===== src/rtl/poll_pkg.sv =====
// Shared types for the flash completion poller.
package poll_pkg;
    typedef enum logic [2:0] {
        ST_IDLE,
        ST_POLL_REQ,
        ST_POLL_WAIT,
        ST_GAP,
        ST_CONF_REQ,
        ST_CONF_WAIT
    } poll_state_t;
endpackage


===== src/rtl/poll_dq7_match.sv =====
// Decides whether a sampled status bit shows that the embedded operation
// has ended. Assumes the caller passes only the status bit of the byte.
module poll_dq7_match (
    input  logic op_erase,
    input  logic prog_msb,
    input  logic status_bit,
    output logic hit
);
    logic target;

    // Erase ends on a 1; program ends on the true bit written.
    always_comb begin
        target = op_erase ? 1'b1 : prog_msb;
        hit    = (status_bit == target);
    end
endmodule


===== src/rtl/poll_attempt_counter.sv =====
// Counts poll reads of one run against a limit latched at start.
// Assumes incr pulses once per poll read; a limit of 0 is stored as 1.
module poll_attempt_counter #(
    parameter int CNT_W = 16
) (
    input  logic             clk,
    input  logic             rst_n,
    input  logic             load,
    input  logic [CNT_W-1:0] limit_in,
    input  logic             incr,
    output logic             exhausted
);
    localparam logic [CNT_W-1:0] ONE = {{(CNT_W-1){1'b0}}, 1'b1};
    localparam logic [CNT_W-1:0] TOP = {CNT_W{1'b1}};

    logic [CNT_W-1:0] count_q;
    logic [CNT_W-1:0] limit_q;

    // Latch the limit at start and count poll reads, saturating.
    always_ff @(posedge clk) begin
        if (!rst_n) begin
            count_q <= '0;
            limit_q <= ONE;
        end else if (load) begin
            count_q <= '0;
            limit_q <= (limit_in == '0) ? ONE : limit_in;
        end else if (incr && count_q != TOP) begin
            count_q <= count_q + ONE;
        end
    end

    // The run may not issue another poll once the limit is met.
    always_comb exhausted = (count_q >= limit_q);
endmodule


===== src/rtl/poll_gap_timer.sv =====
// Times the idle gap between an incomplete response and the next poll.
// Assumes tick is high only while the controller sits in its gap state.
module poll_gap_timer #(
    parameter int GAP_W = 8
) (
    input  logic             clk,
    input  logic             rst_n,
    input  logic             load,
    input  logic [GAP_W-1:0] len_in,
    input  logic             arm,
    input  logic             tick,
    output logic             gap_zero,
    output logic             gap_last
);
    localparam logic [GAP_W-1:0] ONE = {{(GAP_W-1){1'b0}}, 1'b1};

    logic [GAP_W-1:0] len_q;
    logic [GAP_W-1:0] rem_q;

    // Hold the configured length for the run and count down each gap.
    always_ff @(posedge clk) begin
        if (!rst_n) begin
            len_q <= '0;
            rem_q <= '0;
        end else begin
            if (load) len_q <= len_in;
            if (arm) begin
                rem_q <= len_q;
            end else if (tick && rem_q != '0) begin
                rem_q <= rem_q - ONE;
            end
        end
    end

    // A zero gap skips the gap state; gap_last marks its final cycle.
    always_comb begin
        gap_zero = (len_q == '0);
        gap_last = (rem_q <= ONE);
    end
endmodule


===== src/rtl/flash_poll_engine.sv =====
// Host-side poller that waits for a flash program or erase to end by
// reading a status address and checking bit 7, then confirms with one
// more read whose full byte is returned. Assumes the command sequence
// has already been written and the address lies in the target sector.
// Assumes each rd_req is answered by exactly one rd_valid later on.
module flash_poll_engine #(
    parameter int ADDR_W     = 20,
    parameter int DATA_W     = 8,
    parameter int STATUS_BIT = 7,
    parameter int CNT_W      = 16,
    parameter int GAP_W      = 8
) (
    input  logic              clk,
    input  logic              rst_n,
    input  logic              start,
    input  logic              op_erase,
    input  logic [ADDR_W-1:0] poll_addr,
    input  logic              prog_msb,
    input  logic [CNT_W-1:0]  max_polls,
    input  logic [GAP_W-1:0]  gap_cycles,
    output logic              rd_req,
    output logic [ADDR_W-1:0] rd_addr,
    input  logic              rd_valid,
    input  logic [DATA_W-1:0] rd_data,
    output logic              busy,
    output logic              done,
    output logic              timeout,
    output logic [DATA_W-1:0] result_data
);
    import poll_pkg::*;

    poll_state_t       state_q, state_d;
    logic [ADDR_W-1:0] addr_q;
    logic              erase_q;
    logic              msb_q;
    logic [DATA_W-1:0] result_q;
    logic              done_q;
    logic              timeout_q;

    logic accept;
    logic hit;
    logic exhausted;
    logic gap_zero;
    logic gap_last;
    logic waiting;
    logic resp;
    logic miss;
    logic finish_ok;
    logic give_up;
    logic retry_now;
    logic retry_wait;

    // Classify the current cycle's response and start request.
    always_comb begin
        accept     = start && (state_q == ST_IDLE);
        waiting    = (state_q == ST_POLL_WAIT) || (state_q == ST_CONF_WAIT);
        resp       = rd_valid && waiting;
        miss       = resp && !hit;
        finish_ok  = resp && hit && (state_q == ST_CONF_WAIT);
        give_up    = miss && exhausted;
        retry_now  = miss && !exhausted && gap_zero;
        retry_wait = miss && !exhausted && !gap_zero;
    end

    poll_dq7_match u_match (
        .op_erase  (erase_q),
        .prog_msb  (msb_q),
        .status_bit(rd_data[STATUS_BIT]),
        .hit       (hit)
    );

    poll_attempt_counter #(.CNT_W(CNT_W)) u_count (
        .clk      (clk),
        .rst_n    (rst_n),
        .load     (accept),
        .limit_in (max_polls),
        .incr     (state_q == ST_POLL_REQ),
        .exhausted(exhausted)
    );

    poll_gap_timer #(.GAP_W(GAP_W)) u_gap (
        .clk     (clk),
        .rst_n   (rst_n),
        .load    (accept),
        .len_in  (gap_cycles),
        .arm     (retry_wait),
        .tick    (state_q == ST_GAP),
        .gap_zero(gap_zero),
        .gap_last(gap_last)
    );

    // Next-state selection for the polling sequence.
    always_comb begin
        state_d = state_q;
        case (state_q)
            ST_IDLE:      if (accept) state_d = ST_POLL_REQ;
            ST_POLL_REQ:  state_d = ST_POLL_WAIT;
            ST_POLL_WAIT: begin
                if (resp && hit)    state_d = ST_CONF_REQ;
                else if (give_up)   state_d = ST_IDLE;
                else if (retry_now) state_d = ST_POLL_REQ;
                else if (retry_wait) state_d = ST_GAP;
            end
            ST_GAP:       if (gap_last) state_d = ST_POLL_REQ;
            ST_CONF_REQ:  state_d = ST_CONF_WAIT;
            ST_CONF_WAIT: begin
                if (finish_ok)      state_d = ST_IDLE;
                else if (give_up)   state_d = ST_IDLE;
                else if (retry_now) state_d = ST_POLL_REQ;
                else if (retry_wait) state_d = ST_GAP;
            end
            default:      state_d = ST_IDLE;
        endcase
    end

    // State register and per-run latches.
    always_ff @(posedge clk) begin
        if (!rst_n) begin
            state_q <= ST_IDLE;
            addr_q  <= '0;
            erase_q <= 1'b0;
            msb_q   <= 1'b0;
        end else begin
            state_q <= state_d;
            if (accept) begin
                addr_q  <= poll_addr;
                erase_q <= op_erase;
                msb_q   <= prog_msb;
            end
        end
    end

    // Outcome pulses and the confirmed byte.
    always_ff @(posedge clk) begin
        if (!rst_n) begin
            result_q  <= '0;
            done_q    <= 1'b0;
            timeout_q <= 1'b0;
        end else begin
            done_q    <= finish_ok;
            timeout_q <= give_up;
            if (finish_ok) result_q <= rd_data;
        end
    end

    // Port drive.
    always_comb begin
        rd_req      = (state_q == ST_POLL_REQ) || (state_q == ST_CONF_REQ);
        rd_addr     = addr_q;
        busy        = (state_q != ST_IDLE);
        done        = done_q;
        timeout     = timeout_q;
        result_data = result_q;
    end
endmodule


===== config.mk =====
export PLATFORM = sky130hd
export DESIGN_NAME = flash_poll_engine
export DESIGN_NICKNAME = d
export VERILOG_FILES = /design/src/rtl/poll_pkg.sv /design/src/rtl/poll_dq7_match.sv /design/src/rtl/poll_attempt_counter.sv /design/src/rtl/poll_gap_timer.sv /design/src/rtl/flash_poll_engine.sv
export SDC_FILE = /design/constraint.sdc
export NUM_CORES = 1
export LEC_CHECK = 0
export ABC_AREA = 0
export BUFFER_PORTS_ARGS = -buffer_cell sky130_fd_sc_hd__buf_2
export CORE_MARGIN = 2
export CORE_UTILIZATION = 40
export CTS_CLUSTER_DIAMETER = 100
export DETAILED_ROUTE_END_ITERATION = 8
export GPL_TIMING_DRIVEN = 1
export PLACE_DENSITY = 0.7
export SLEW_MARGIN = 20
export SYNTH_ARGS = -nofsm -noshare
export SYNTH_HDL_FRONTEND = slang
export SYNTH_SLANG_ARGS = --single-unit

===== constraint.sdc =====
create_clock -name clk -period 2.9 [get_ports clk]
set_clock_uncertainty 0.1 [all_clocks]
set_input_delay 0.29 -clock clk [delete_from_list [all_inputs] [get_ports clk]]
set_output_delay 0.29 -clock clk [all_outputs]
set_load 0.02 [all_outputs]

==> results of run 1 <==
-- per-layer routing --
| metal | track usage, % | vias to the layer above |
|---|---|---|
| met4 | 7.07 | 0 |
| li1 | - | 1760 |
| met3 | 3.93 | 13 |
| met5 | 0 | - |
| met2 | 30.8 | 66 |
| met1 | 21.9 | 1613 |
-- synthesized netlist by cell type (2+ instances only) --
| library cell | n | area (sq um) |
|---|---|---|
| nand3_1 | 9 | 45.0 |
| and3_1 | 3 | 18.8 |
| nand4_1 | 12 | 75.1 |
| xnor2_1 | 6 | 52.6 |
| o211ai_1 | 3 | 22.5 |
| o21ai_0 | 5 | 25.0 |
| and2_1 | 3 | 18.8 |
| o21a_1 | 2 | 15.0 |
| nor3_1 | 11 | 55.1 |
| buf_1 | 4 | 15.0 |
| clkbuf_1 | 12 | 45.0 |
| mux2i_1 | 10 | 100 |
| nor2b_1 | 4 | 25.0 |
| nand2_1 | 106 | 398 |
| a31oi_1 | 3 | 18.8 |
| a211oi_1 | 8 | 60.1 |
| a21oi_1 | 58 | 290 |
| inv_1 | 22 | 82.6 |
| nor2_1 | 36 | 135 |
| nand2b_1 | 2 | 12.5 |
| buf_2 | 5 | 25.0 |
| nor4_1 | 7 | 43.8 |
| xor2_1 | 15 | 131 |
| ha_1 | 20 | 250 |
| dfxtp_1 | 83 | 1660 |
-- critical path, delay by kind of cell (launching register included) --
kind	cells	cell delay, ns
simple gates	2	0.34
compound gates	4	1.13
buf+inv	1	0.06
flops	1	0.40
fa+ha+maj	1	0.26
-- metrics by stage --
| step | worst slack [ns] | utilization [%] | hold slack (ns) | cell area (sq um) | power, W |
|---|---|---|---|---|---|
| floorplan | 0.856 | - | 0.266 | 3790 | 0.00160 |
| detailed placement | 0.513 | 46.9 | 0.348 | 4330 | 0.00175 |
| CTS | 0.502 | 49.4 | 0.0470 | 4570 | 0.00273 |
| finish | 0.516 | 49.4 | 0.0605 | 4570 | 0.00271 |
| global route | 0.358 | 49.4 | 0.0517 | 4570 | 0.00284 |
| global placement | 0.669 | 46.9 | 0.338 | 4330 | 0.00173 |
-- layout make-up --
| type | count | area share [%] |
|---|---|---|
| Multi-Input combinational cell | 341 | 42.7 |
| Sequential cell | 83 | 36.4 |
| Timing Repair Buffer | 93 | 10.4 |
| Tap cell | 129 | 3.53 |
| Clock buffer | 12 | 2.96 |
| Clock inverter | 4 | 2.16 |
| Inverter | 23 | 1.89 |
-- worst paths after layout --
check	to	depth (start not counted)	slack [ns]
max	u_gap.rem_q[2]$_SDFFE_PN0P_	8	0.52
min	rd_addr[8]$_SDFFE_PN0P_	3	0.06
max reg2reg	u_gap.rem_q[2]$_SDFFE_PN0P_	8	0.52
min reg2reg	rd_addr[15]$_SDFFE_PN0P_	2	0.36
-- logic make-up after synthesis --
logic type	Yosys count	share of synthesized area, %
compound gates	89	13.6
xor+xnor	21	4.85
fa+ha+maj	20	6.60
buf+inv	45	4.81
flops	83	43.8
mux	10	2.64
simple gates	201	23.7
-- registers in the layout, indices dropped and copies added, names as in the netlist --
name,count
rd_addr,20
u_count.count_q,16
u_count.limit_q,16
result_data,8
u_gap.len_q,8
u_gap.rem_q,8
state_q,3
done,1
erase_q,1
msb_q,1
timeout,1
-- cells in the final DEF, fill, tap and decap left out, drive strengths merged, types with 2 or more instances in the layout --
| master | Yosys | layout |
|---|---|---|
| and2 | 3 | 3 |
| nand3 | 9 | 9 |
| dfxtp | 83 | 83 |
| nor4 | 7 | 7 |
| ha | 20 | 20 |
| nand2 | 106 | 106 |
| xor2 | 15 | 15 |
| o21a | 2 | 2 |
| nand4 | 12 | 12 |
| nor2b | 4 | 4 |
| nor3 | 11 | 11 |
| a21oi | 58 | 58 |
| buf | 10 | 93 |
| xnor2 | 6 | 6 |
| clkbuf | 12 | 12 |
| a211oi | 8 | 8 |
| or4 | 2 | 2 |
| nand2b | 2 | 2 |
| nor2 | 36 | 36 |
| o211ai | 3 | 3 |
| inv | 23 | 23 |
| o21ai | 6 | 6 |
| mux2i | 10 | 10 |
| bufinv | 0 | 3 |
| a31oi | 3 | 3 |
| and3 | 3 | 3 |
-- power groups by stage --
stage | registers, W | clock network [W] | logic [W]
after global placement | 0.00128 | 0 | 0.000448
after global routing | 0.00127 | 0.00106 | 0.000513
after floorplan | 0.00130 | 0 | 0.000301
after detailed placement | 0.00129 | 0 | 0.000458
final | 0.00126 | 0.000991 | 0.000456
after CTS | 0.00126 | 0.00101 | 0.000459
==> metrics.md, run 1 <==
| Metric | Value |
|---|---|
| Status | finished, final reports clean |
| # diodes | 0 |
| Buffers from clock root to sink, at most | 2 |
| Placed Cells | between 600 and 700 |
| Leak | roughly 1.9 nW |
| Clk Latency, worst-skew pair | around 0.35 ns |
| Critical path's slowest cell | dfxtp_1 |
| Std cell rows | 35 |
| Worst Setup SP | u_count.count_q[0]$_SDFFE_PP0P_ |
| CTS Root Buffer Type | clkbuf_8 |
| Critical path arrival | ~2.6 ns |
| Clock transition at the registers of the reported paths | ~0.09 ns |
| Wire length per cell | between 10 and 15 um |
| GRT overflow | 0 |
| Internal Power | 0.00195 W |
| HP Class | input pin to flip-flop |
| Clock power frac | 36.6% |
| Global Route Usage Sum | between 15 and 20% |
| PortBufs | 89 |
| Met3 Wirelength | 389 um |
| Sequential-to-total area share from yosys stat | roughly 44% |
| Non-filler cells in the finished layout | ~700 |
| CTS tree | yes |
| Global-route wire length before repair | 14.6 mm |
| Part of the power in registers | 46.6% |
| Area of the multi-input gates | ~1900 sq um |
| Vias per inst | slightly above 5 |
| Resized cells post-CTS | 0 |
| Synth unique cells | 45 |
| Setup CP Type | flip-flop to flip-flop |
| Slew margin rel. | around three fifths |
| Metal2 WL | ~4.4 mm |
| Vias in the first global route | 3,205 |
| Fin Setup TNS | 0 ns |
| R2r startpoint | u_count.count_q[0]$_SDFFE_PP0P_ |
| Sw frac | 27.9% |
| Cts hold-fix bufs | 0 |
| WL final | 8.82 mm |
| Yosys warnings | 0 |
| Hold Path Origin | poll_addr[8] |
| DRT iter0 DRCs | 131 |
| Register area | 1660 sq um |
| Synthesized area per cell | 8.09 sq um |
| Crit-path cells | inv_1, ha_1, nand2b_1, a2111o_1, a21oi_1, o21a_1, nand2_1, a211oi_1 |
| Power share of the combinational group | 16.8% |
| Antenna viol nets, final | 0 |
| Crit path required time | a little over 3 ns |
| Top FF cell, synth | dfxtp_1 |
| Die Ht | 101 um |
| FF+latch count, synth | 83 |
| Layout cells sized above 1 | 19.8% |
| CTS buffer count | 9 |
| Worst stage delay on the critical path | approximately 0.40 ns |
| Ports | 90 |
| H-tree lvl count | 3 |
| Psw | 0.000755 W |
| P per Cell Area | approximately 590 nW/um^2 |
| Syn nets | approximately 550 |
| Area Overhead vs Synth | 20.4% |
| Crit path max fanout | 6 |
| DP HPWL | between 6 and 7 mm |
| Fin crit share | 82.2% |
| FILL cells | between 900 and 1,000 |
| DR pass1 iterations | 5 |
| Clock sinks | 83 |
| Largest net degree at the start of global routing | 47 |
| Slew @ Worst Pin | 0.594 ns |
| Remaining routing DRC violations | 0 |
| Core area | 9240 sq um |
| Slew Viols, Final | 0 |
| CP Capture Type | flip-flop |
| Max IR drop VDD | around 280 uV |
| Post-Synthesis Cells | around 470 |
| Highest Signal Layer | met4 |
| WL met1 | 3.90 mm |
| Asr flop ratio synth | 0% |
| RSZ-0062 raised after global routing | no |
| Cell Area, Synth | about 3800 sq um |
| Die width | 101 um |
| Total die area | 10,300 sq um |
| Setup crit start kind | flip-flop |
| Post-CTS setup buffers | 0 |
| Initial core utilization | 41.1% |
| Setup Viol. Count Final | 0 |
| Via count | 3,452 |
| Initial antenna violation count | 0 |
| Max Freq | 0.420 GHz |
| EDFF count, synth | 0 |
| Nets | 629 |
| Max Cap Viol | 0 |
| Final GP Congestion | ~0.86 |
| Final Hold Fails | 0 |
| Final Critical Period | 2.38 ns |
Power figures use the tool's default switching activity.
==> run 2, diff against run 1 <==
Settings changed: ABC_AREA 0 to 1.
Clock period 2.9 ns to 2.2 ns, I/O delays scaled along.
==> run 2 against run 1 <==
Against the previous run:
- hold slack got worse by 0.052 ns
- fmax up 19%
- count of clock-buffer cells in the layout down 2
- global-route usage up 1.5 points
- power rose by 29%
- non-clock buffer count up 52
- worst setup slack got worse by 0.32 ns
- flip-flop and latch count is the same
- combinational power up 32%
- cell count grew 12%
- sequential power grew 30%
- synthesized cell count increased by 4.1%
- highest routed layer unchanged
==> metrics.md, run 2 <==
| Metric | Value |
|---|---|
| CTS tree | yes (unchanged) |
| H-tree lvl count | 3 (unchanged) |
| CTS buffer count | 9 (unchanged) |
| Area of the multi-input gates | 1860 sq um (was 1950 sq um) |
| Syn nets | 566 (was 547) |
| EDFF count, synth | 0 (unchanged) |
| Proportion of netlist area held by the largest area contributor | 43.1% (was 43.8%) |
| Asr flop ratio synth | 0% (unchanged) |
| Nets | 710 (was 629) |
| Buffers from clock root to sink, at most | 2 (unchanged) |
| CP Capture Type | flip-flop (unchanged) |
| Hold Path Origin | rd_data[4] (was poll_addr[8]) |
| Most common cell after layout, fill and taps aside | buf_2 (was nand2_1) |
| Max Freq | 0.499 GHz (was 0.420 GHz) |
| Largest area contributor in the netlist | dfxtp_1 (unchanged) |
| Slew @ Worst Pin | 0.646 ns (was 0.594 ns) |
| Max Cap Viol | 0 (unchanged) |
| Clk Latency, worst-skew pair | 0.36 ns (was 0.35 ns) |
| Yosys warnings | 0 (unchanged) |
| Setup CP Type | flip-flop to flip-flop (unchanged) |
| Ports | 90 (unchanged) |
| PortBufs | 89 (unchanged) |
| Largest net degree at the start of global routing | 39 (was 47) |
| Critical path arrival | 2.15 ns (was 2.55 ns) |
| DP HPWL | 6.71 mm (was 6.40 mm) |
| Max IR drop VDD | 340 uV (was 283 uV) |
| CTS Root Buffer Type | clkbuf_8 (unchanged) |
| Register area | 1660 sq um (unchanged) |
| Vias in the first global route | 3,664 (was 3,205) |
| Slew margin rel. | 56.9% (was 60.0%) |
| Resized cells post-CTS | 0 (unchanged) |
| DRT iter0 DRCs | 177 (was 131) |
| Leak | 2.35 nW (was 1.95 nW) |
| Global Route Usage Sum | 19.5% (was 17.9%) |
| Layout cells sized above 1 | 21.5% (was 19.8%) |
| Commonest cells in the netlist | dfxtp_1, nand2_1, inv_1 (was nand2_1, dfxtp_1, a21oi_1) |
| RSZ-0062 raised after global routing | no (unchanged) |
| Remaining routing DRC violations | 0 (unchanged) |
| Status | finished, final reports clean (unchanged) |
| Crit path max fanout | 8 (was 6) |
| Slew Viols, Final | 0 (unchanged) |
| Setup crit start kind | flip-flop (unchanged) |
| Cell Area, Synth | 3850 sq um (was 3790 sq um) |
| Post-route cell area | 5150 sq um (was 4570 sq um) |
| Die Ht | 102 um (was 101 um) |
| Placed Cells | 699 (was 669) |
| Std cell rows | 35 (unchanged) |
| Commonest cells after routing, fill and taps aside | buf_2, nand2_1, dfxtp_1 (was nand2_1, buf_2, dfxtp_1) |
| R2r startpoint | u_count.limit_q[3]$_SDFFE_PN0P_ (was u_count.count_q[0]$_SDFFE_PP0P_) |
| Worst Setup SP | u_count.limit_q[3]$_SDFFE_PN0P_ (was u_count.count_q[0]$_SDFFE_PP0P_) |
| Fin crit share | 91.1% (was 82.2%) |
| Wire length per cell | 12.3 um (was 12.9 um) |
| Crit path required time | 2.34 ns (was 3.07 ns) |
| Die width | 102 um (was 101 um) |
| FILL cells | 860 (was 926) |
| Vias per inst | 4.83 (was 5.04) |
| Final Critical Period | 2.00 ns (was 2.38 ns) |
| Sequential-to-total area share from yosys stat | 43.1% (was 43.8%) |
| Final GP Congestion | 0.838 (was 0.858) |
| Post-Synthesis Cells | 488 (was 469) |
| Max FFs per register | 20 (unchanged) |
| Total die area | 10,400 sq um (was 10,300 sq um) |
| Core area | 9280 sq um (was 9240 sq um) |
| WL final | 9.44 mm (was 8.82 mm) |
| P per Cell Area | 676 nW/um^2 (was 593 nW/um^2) |
| GRT overflow | 0 (unchanged) |
| Initial core utilization | 41.5% (was 41.1%) |
| HP Class | input pin to flip-flop (unchanged) |
| Clock transition at the registers of the reported paths | 0.09 ns (about the same) |
| Final Hold Fails | 0 (unchanged) |
| Synth top area cells | dfxtp_1, nand2_1, ha_1 (was dfxtp_1, nand2_1, a21oi_1) |
| Fin Setup TNS | 0 ns (unchanged) |
| DR pass1 iterations | 4 (was 5) |
| Initial antenna violation count | 0 (unchanged) |
| Global-route wire length before repair | 16.2 mm (was 14.6 mm) |
| Top FF cell, synth | dfxtp_1 (unchanged) |
| Via count | 3,699 (was 3,452) |
| FF+latch count, synth | 83 (unchanged) |
| Setup Viol. Count Final | 0 (unchanged) |
| Hold_ws | 0.00853 ns (was 0.0605 ns) |
| # diodes | 0 (unchanged) |
| Clock sinks | 83 (unchanged) |
| Placed Instance Area | 4420 sq um (was 4330 sq um) |
| Area Overhead vs Synth | 33.5% (was 20.4%) |
| Synthesized area per cell | 7.90 sq um (was 8.09 sq um) |
| Antenna viol nets, final | 0 (unchanged) |
| Non-filler cells in the finished layout | 766 (was 685) |
| Synth unique cells | 36 (was 45) |
-- run 2: changes by cell type in the layout (fill, tap and decap cells not counted), sizes merged, moves of 8 or more --
cell         delta
nand2          -16
dlygate4sd3    +48
a22o           +24
inv            +43
xor2            -8
o21ai          +42
nand3           +9
a21oi          -30
mux2i          -10
nor2           +19
-- run 2: cell families after synthesis --
group / count (synthesis) / share of synthesized area [%]
AND/OR/NAND/NOR: 190 / 23.1
flip-flops: 83 / 43.1
adder cells (fa/ha/maj): 20 / 6.49
AO/OA/AOI/OAI: 107 / 16.8
buffers and inverters: 80 / 8.73
XOR/XNOR: 8 / 1.82
-- run 2: metal layers --
layer	vias up	GRT usage, %	routed length (um)
li1	1907	-	-
met1	1673	24.8	4400
met2	107	32.4	4410
met3	12	3.76	465
met4	0	8.00	165
met5	-	0	0
-- run 2: power breakdown --
part	switching [W]	internal, W	total (W)	leakage, nW
registers	0.0000524	0.00159	0.00164	0.676
logic	0.000347	0.000256	0.000603	1.57
clock network	0.000563	0.000670	0.00123	0.108
total	0.000963	0.00252	0.00348	2.35
-- run 2: worst paths after layout --
kind	cells after the start	slack, ns	end
min reg2reg	1	0.38	rd_addr[16]$_SDFFE_PN0P_
min	3	0.009	result_data[4]$_SDFFE_PN0P_
max	11	0.20	u_gap.rem_q[0]$_SDFFE_PN0P_
max reg2reg	11	0.20	u_gap.rem_q[0]$_SDFFE_PN0P_
-- run 2: layout make-up --
cell class | count | area share, %
sequential | 83 | 32.3
tap | 129 | 3.14
inverter | 68 | 4.96
clock buffer | 10 | 2.67
multi-input combinational | 325 | 36.1
clock inverter | 6 | 1.73
timing repair buffer | 145 | 19.2
-- run 2: metrics by stage --
stage,setup WS [ns],util [%],power [W]
detailed placement,0.0902,47.6,0.00221
CTS,0.0804,55.2,0.00350
global placement,0.204,47.6,0.00219
finish,0.195,55.4,0.00348
global route,0.0132,55.4,0.00367
floorplan,0.418,-,0.00204
-- run 2: worst max-delay path: stages (launching register included) --
cell,delay [ns]
dfxtp_1,0.31
inv_1,0.05
ha_1,0.32
a21oi_1,0.17
nand2_1,0.07
nand2_1,0.06
nand2_1,0.07
nand2_1,0.15
nand4_4,0.15
buf_4,0.20
o21ai_0,0.19
a21oi_1,0.06
-- run 2: repair_timing --
item	CTS	global route
setup buffers	0	3
hold buffers	48	0
endpoints found under the setup margin	0	4
hold endpoints to repair	48	0
==> run 3, diff against run 2 <==
Settings changed: SYNTH_HIERARCHICAL from default to 1.
==> run 3 against run 2 <==
Against the previous run:
- worst setup slack worse by 0.13 ns
- synthesized cell count is 25% higher
- wire length rose by 23%
- power increased by 2.5%
- global-route usage up 0.67 points
- fmax is 6.1% lower
- count of clock-buffer cells in the layout did not move
- via count grew 20%
- hold slack worse by 0.0056 ns
- die area rose by 10%
- non-clock buffer count grew 6
- area after synthesis is 11% higher
- critical path type unchanged
- highest routed layer unchanged
==> metrics.md, run 3 <==
| Metric | Value |
|---|---|
| Cell Area, Synth | 4260 sq um (was 3850 sq um) |
| Clk Latency, worst-skew pair | 0.37 ns (was 0.36 ns) |
| Setup Viol. Count Final | 0 (unchanged) |
| FILL cells | 948 (was 860) |
| Status | finished, final reports clean (unchanged) |
| Fin Setup TNS | 0 ns (unchanged) |
| Slew Viols, Final | 0 (unchanged) |
| Asr flop ratio synth | 0% (unchanged) |
| Area of the multi-input gates | 2430 sq um (was 1860 sq um) |
| GRT overflow | 0 (unchanged) |
| # diodes | 0 (unchanged) |
| Placement Setup Slack | -0.109 ns (was 0.0902 ns) |
| Global Route Usage Sum | 20.1% (was 19.5%) |
| EDFF count, synth | 0 (unchanged) |
| Fin crit share | 97.0% (was 91.1%) |
| Synth Area in Compound Gates | 12.1% (was 16.8%) |
| Wire length per cell | 12.9 um (was 12.3 um) |
| CTS Root Buffer Type | clkbuf_8 (unchanged) |
| Global-route wire length before repair | 18.7 mm (was 16.2 mm) |
| Critical path arrival | 2.29 ns (was 2.15 ns) |
| Synth unique cells | 35 (was 36) |
| WL final | 11.6 mm (was 9.44 mm) |
| Max IR drop VDD | 351 uV (was 340 uV) |
| Register area | 1680 sq um (was 1660 sq um) |
| Max Freq | 0.469 GHz (was 0.499 GHz) |
| DP HPWL | 8.21 mm (was 6.71 mm) |
| Synth Area in Simple Gates | 33.9% (was 23.1%) |
| Placed Cells | 851 (was 699) |
| RSZ-0062 raised after global routing | yes (was no) |
| Std cell rows | 37 (was 35) |
| Max FFs per register | 20 (unchanged) |
| Commonest cells in the netlist | nand2_1, dfxtp_1, nor2_1 (was dfxtp_1, nand2_1, inv_1) |
| Total die area | 11,500 sq um (was 10,400 sq um) |
| Most common cell after layout, fill and taps aside | nand2_1 (was buf_2) |
| Die width | 107 um (was 102 um) |
| Setup CP Type | flip-flop to flip-flop (unchanged) |
| Top FF cell, synth | dfxtp_1 (unchanged) |
| Max Cap Viol | 0 (unchanged) |
| Final Critical Period | 2.13 ns (was 2.00 ns) |
| Vias per inst | 4.92 (was 4.83) |
| Layout cells sized above 1 | 29.6% (was 21.5%) |
| Clock transition at the registers of the reported paths | 0.09 ns (about the same) |
| Die Ht | 107 um (was 102 um) |
| Post-route cell area | 5770 sq um (was 5150 sq um) |
| Vias in the first global route | 4,157 (was 3,664) |
| Synthesized area per cell | 6.97 sq um (was 7.90 sq um) |
| P per Cell Area | 618 nW/um^2 (was 676 nW/um^2) |
| Final GP Congestion | 0.954 (was 0.838) |
| Sequential-to-total area share from yosys stat | 39.0% (was 43.1%) |
| Ports | 90 (unchanged) |
| Reg-to-reg critical path endpoint | u_gap/rem_q[7]$_SDFFE_PN0P_ (was u_gap.rem_q[0]$_SDFFE_PN0P_) |
| CTS buffer count | 9 (unchanged) |
| Remaining routing DRC violations | 0 (unchanged) |
| Crit path required time | 2.35 ns (was 2.34 ns) |
| CP Capture Type | flip-flop (unchanged) |
| Worst R2R Setup Slack | 0.07 ns (was 0.20 ns) |
| Top-count cell post-synth | nand2_1 |
| Largest family of logic cells by synthesized area | simple AND/OR/NAND/NOR gates (unchanged) |
| Initial antenna violation count | 0 (unchanged) |
| Post-Synthesis Cells | 611 (was 488) |
| CTS tree | yes (unchanged) |
| Slew margin rel. | 54.2% (was 56.9%) |
| DR pass1 iterations | 4 (unchanged) |
| Proportion of netlist area held by the largest area contributor | 39.0% (was 43.1%) |
| Slew @ Worst Pin | 0.681 ns (was 0.646 ns) |
| DRT iter0 DRCs | 303 (was 177) |
| Total power | 0.00357 W (was 0.00348 W) |
| Syn nets | 689 (was 566) |
| Placed Instance Area | 5020 sq um (was 4420 sq um) |
| Setup crit start kind | flip-flop (unchanged) |
| Leak | 2.67 nW (was 2.35 nW) |
| Post-synthesis adder-cell area fraction | 5.88% (was 6.49%) |
| Yosys warnings | 6 (was 0) |
| Commonest cells after routing, fill and taps aside | nand2_1, buf_2, nor2_1 (was buf_2, nand2_1, dfxtp_1) |
| FF+latch count, synth | 83 (unchanged) |
| Via count | 4,429 (was 3,699) |
| Antenna viol nets, final | 0 (unchanged) |
| Initial core utilization | 41.3% (was 41.5%) |
| Core area | 10,300 sq um (was 9280 sq um) |
| PortBufs | 89 (unchanged) |
| H-tree lvl count | 3 (unchanged) |
| Area Overhead vs Synth | 35.4% (was 33.5%) |
| HP Class | input pin to flip-flop (unchanged) |
| PnR worst setup slack | 0.0658 ns (was 0.195 ns) |
| R2r startpoint | u_count/limit_q[5]$_SDFFE_PN0P_ (was u_count.limit_q[3]$_SDFFE_PN0P_) |
| Nets | 837 (was 710) |
| Synth top area cells | dfxtp_1, nand2_1, nor2_1 (was dfxtp_1, nand2_1, ha_1) |
| Crit path max fanout | 6 (was 8) |
| R2r worst-path depth | 17 (was 11) |
| Mux cell area share after synthesis | 0% (unchanged) |
| Buffers from clock root to sink, at most | 2 (unchanged) |
| Worst Setup EP | u_gap/rem_q[7]$_SDFFE_PN0P_ (was u_gap.rem_q[0]$_SDFFE_PN0P_) |
| Clock sinks | 83 (unchanged) |
| Worst Setup SP | u_count/limit_q[5]$_SDFFE_PN0P_ (was u_count.limit_q[3]$_SDFFE_PN0P_) |
| Largest area contributor in the netlist | dfxtp_1 (unchanged) |
| Non-filler cells in the finished layout | 900 (was 766) |
| Area share of xor/xnor cells in the synthesized design | 0% (was 1.82%) |
| Final Hold Fails | 0 (unchanged) |
| Largest net degree at the start of global routing | 23 (was 39) |
## run 3: how the worst min path moves through the flow
stage	cells after the start	slack, ns	end	from
6_report	3	0.003	rd_addr[3]$_SDFFE_PN0P_	poll_addr[3]
5_1_grt	3	0.0006	rd_addr[3]$_SDFFE_PN0P_	poll_addr[3]
4_1_cts	3	0.0002	rd_addr[3]$_SDFFE_PN0P_	poll_addr[3]
3_5_place_dp	2	0.35	result_data[7]$_SDFFE_PN0P_	result_data[7]$_SDFFE_PN0P_
3_3_place_gp	2	0.35	result_data[7]$_SDFFE_PN0P_	result_data[7]$_SDFFE_PN0P_
2_1_floorplan	2	0.22	state_q[1]$_SDFFE_PN0P_	rst_n
## run 3: per-layer routing
layer,global-route usage [%],up-vias,wire length [um]
met4,9.93,0,375
met2,31.8,118,5430
met5,0,-,0
met3,5.11,27,596
met1,25.5,2019,5210
li1,-,2265,-
## run 3: what timing repair did
action	CTS	global route
hold endpoints to repair	24	1
hold buffers	24	1
buffers inserted	3	5
gates resized for setup	21	33
endpoints found under the setup margin	8	8
pin swaps	13	15
## run 3: cell families after synthesis
group	after synthesis
AOI/OAI and AO/OA	98
adders and majority gates	20
buffers and inverters	95
DFF	83
and+or+nand+nor	315
## run 3: power by group
| part | switching, W | internal (W) | leakage [nW] |
|---|---|---|---|
| Clock | 0.000576 | 0.000527 | 0.100 |
| Combinational | 0.000480 | 0.000327 | 1.89 |
| Sequential | 0.0000581 | 0.00160 | 0.682 |
| Total | 0.00111 | 0.00245 | 2.67 |
## run 3: metrics by stage
step	utilization, %	hold slack [ns]
global placement	48.7	0.345
finish	55.8	0.00291
detailed placement	48.7	0.350
global route	55.8	0.000594
floorplan	-	0.218
CTS	54.0	0.000177
## run 3: cell type report
| cell class | instances | share of cell area (%) |
|---|---|---|
| clock buffers | 10 | 2.21 |
| clock inverters | 6 | 1.15 |
| inverters | 81 | 5.27 |
| multi-input cells | 433 | 42.2 |
| flip-flops and latches | 83 | 29.1 |
| well taps | 136 | 2.95 |
| repair buffers | 151 | 17.2 |
## run 3: critical path: stages (launching register included)
cell,delay [ns]
dfxtp_2,0.33
inv_2,0.06
ha_4,0.20
a21oi_2,0.12
nor2_1,0.05
nor3_1,0.13
nand2_1,0.09
nand2_1,0.07
nand2_2,0.05
inv_2,0.05
nand4_1,0.11
nor2_2,0.18
inv_2,0.08
buf_12,0.14
nand3_4,0.08
nor2_2,0.04
nor2_1,0.09
nor2_1,0.04
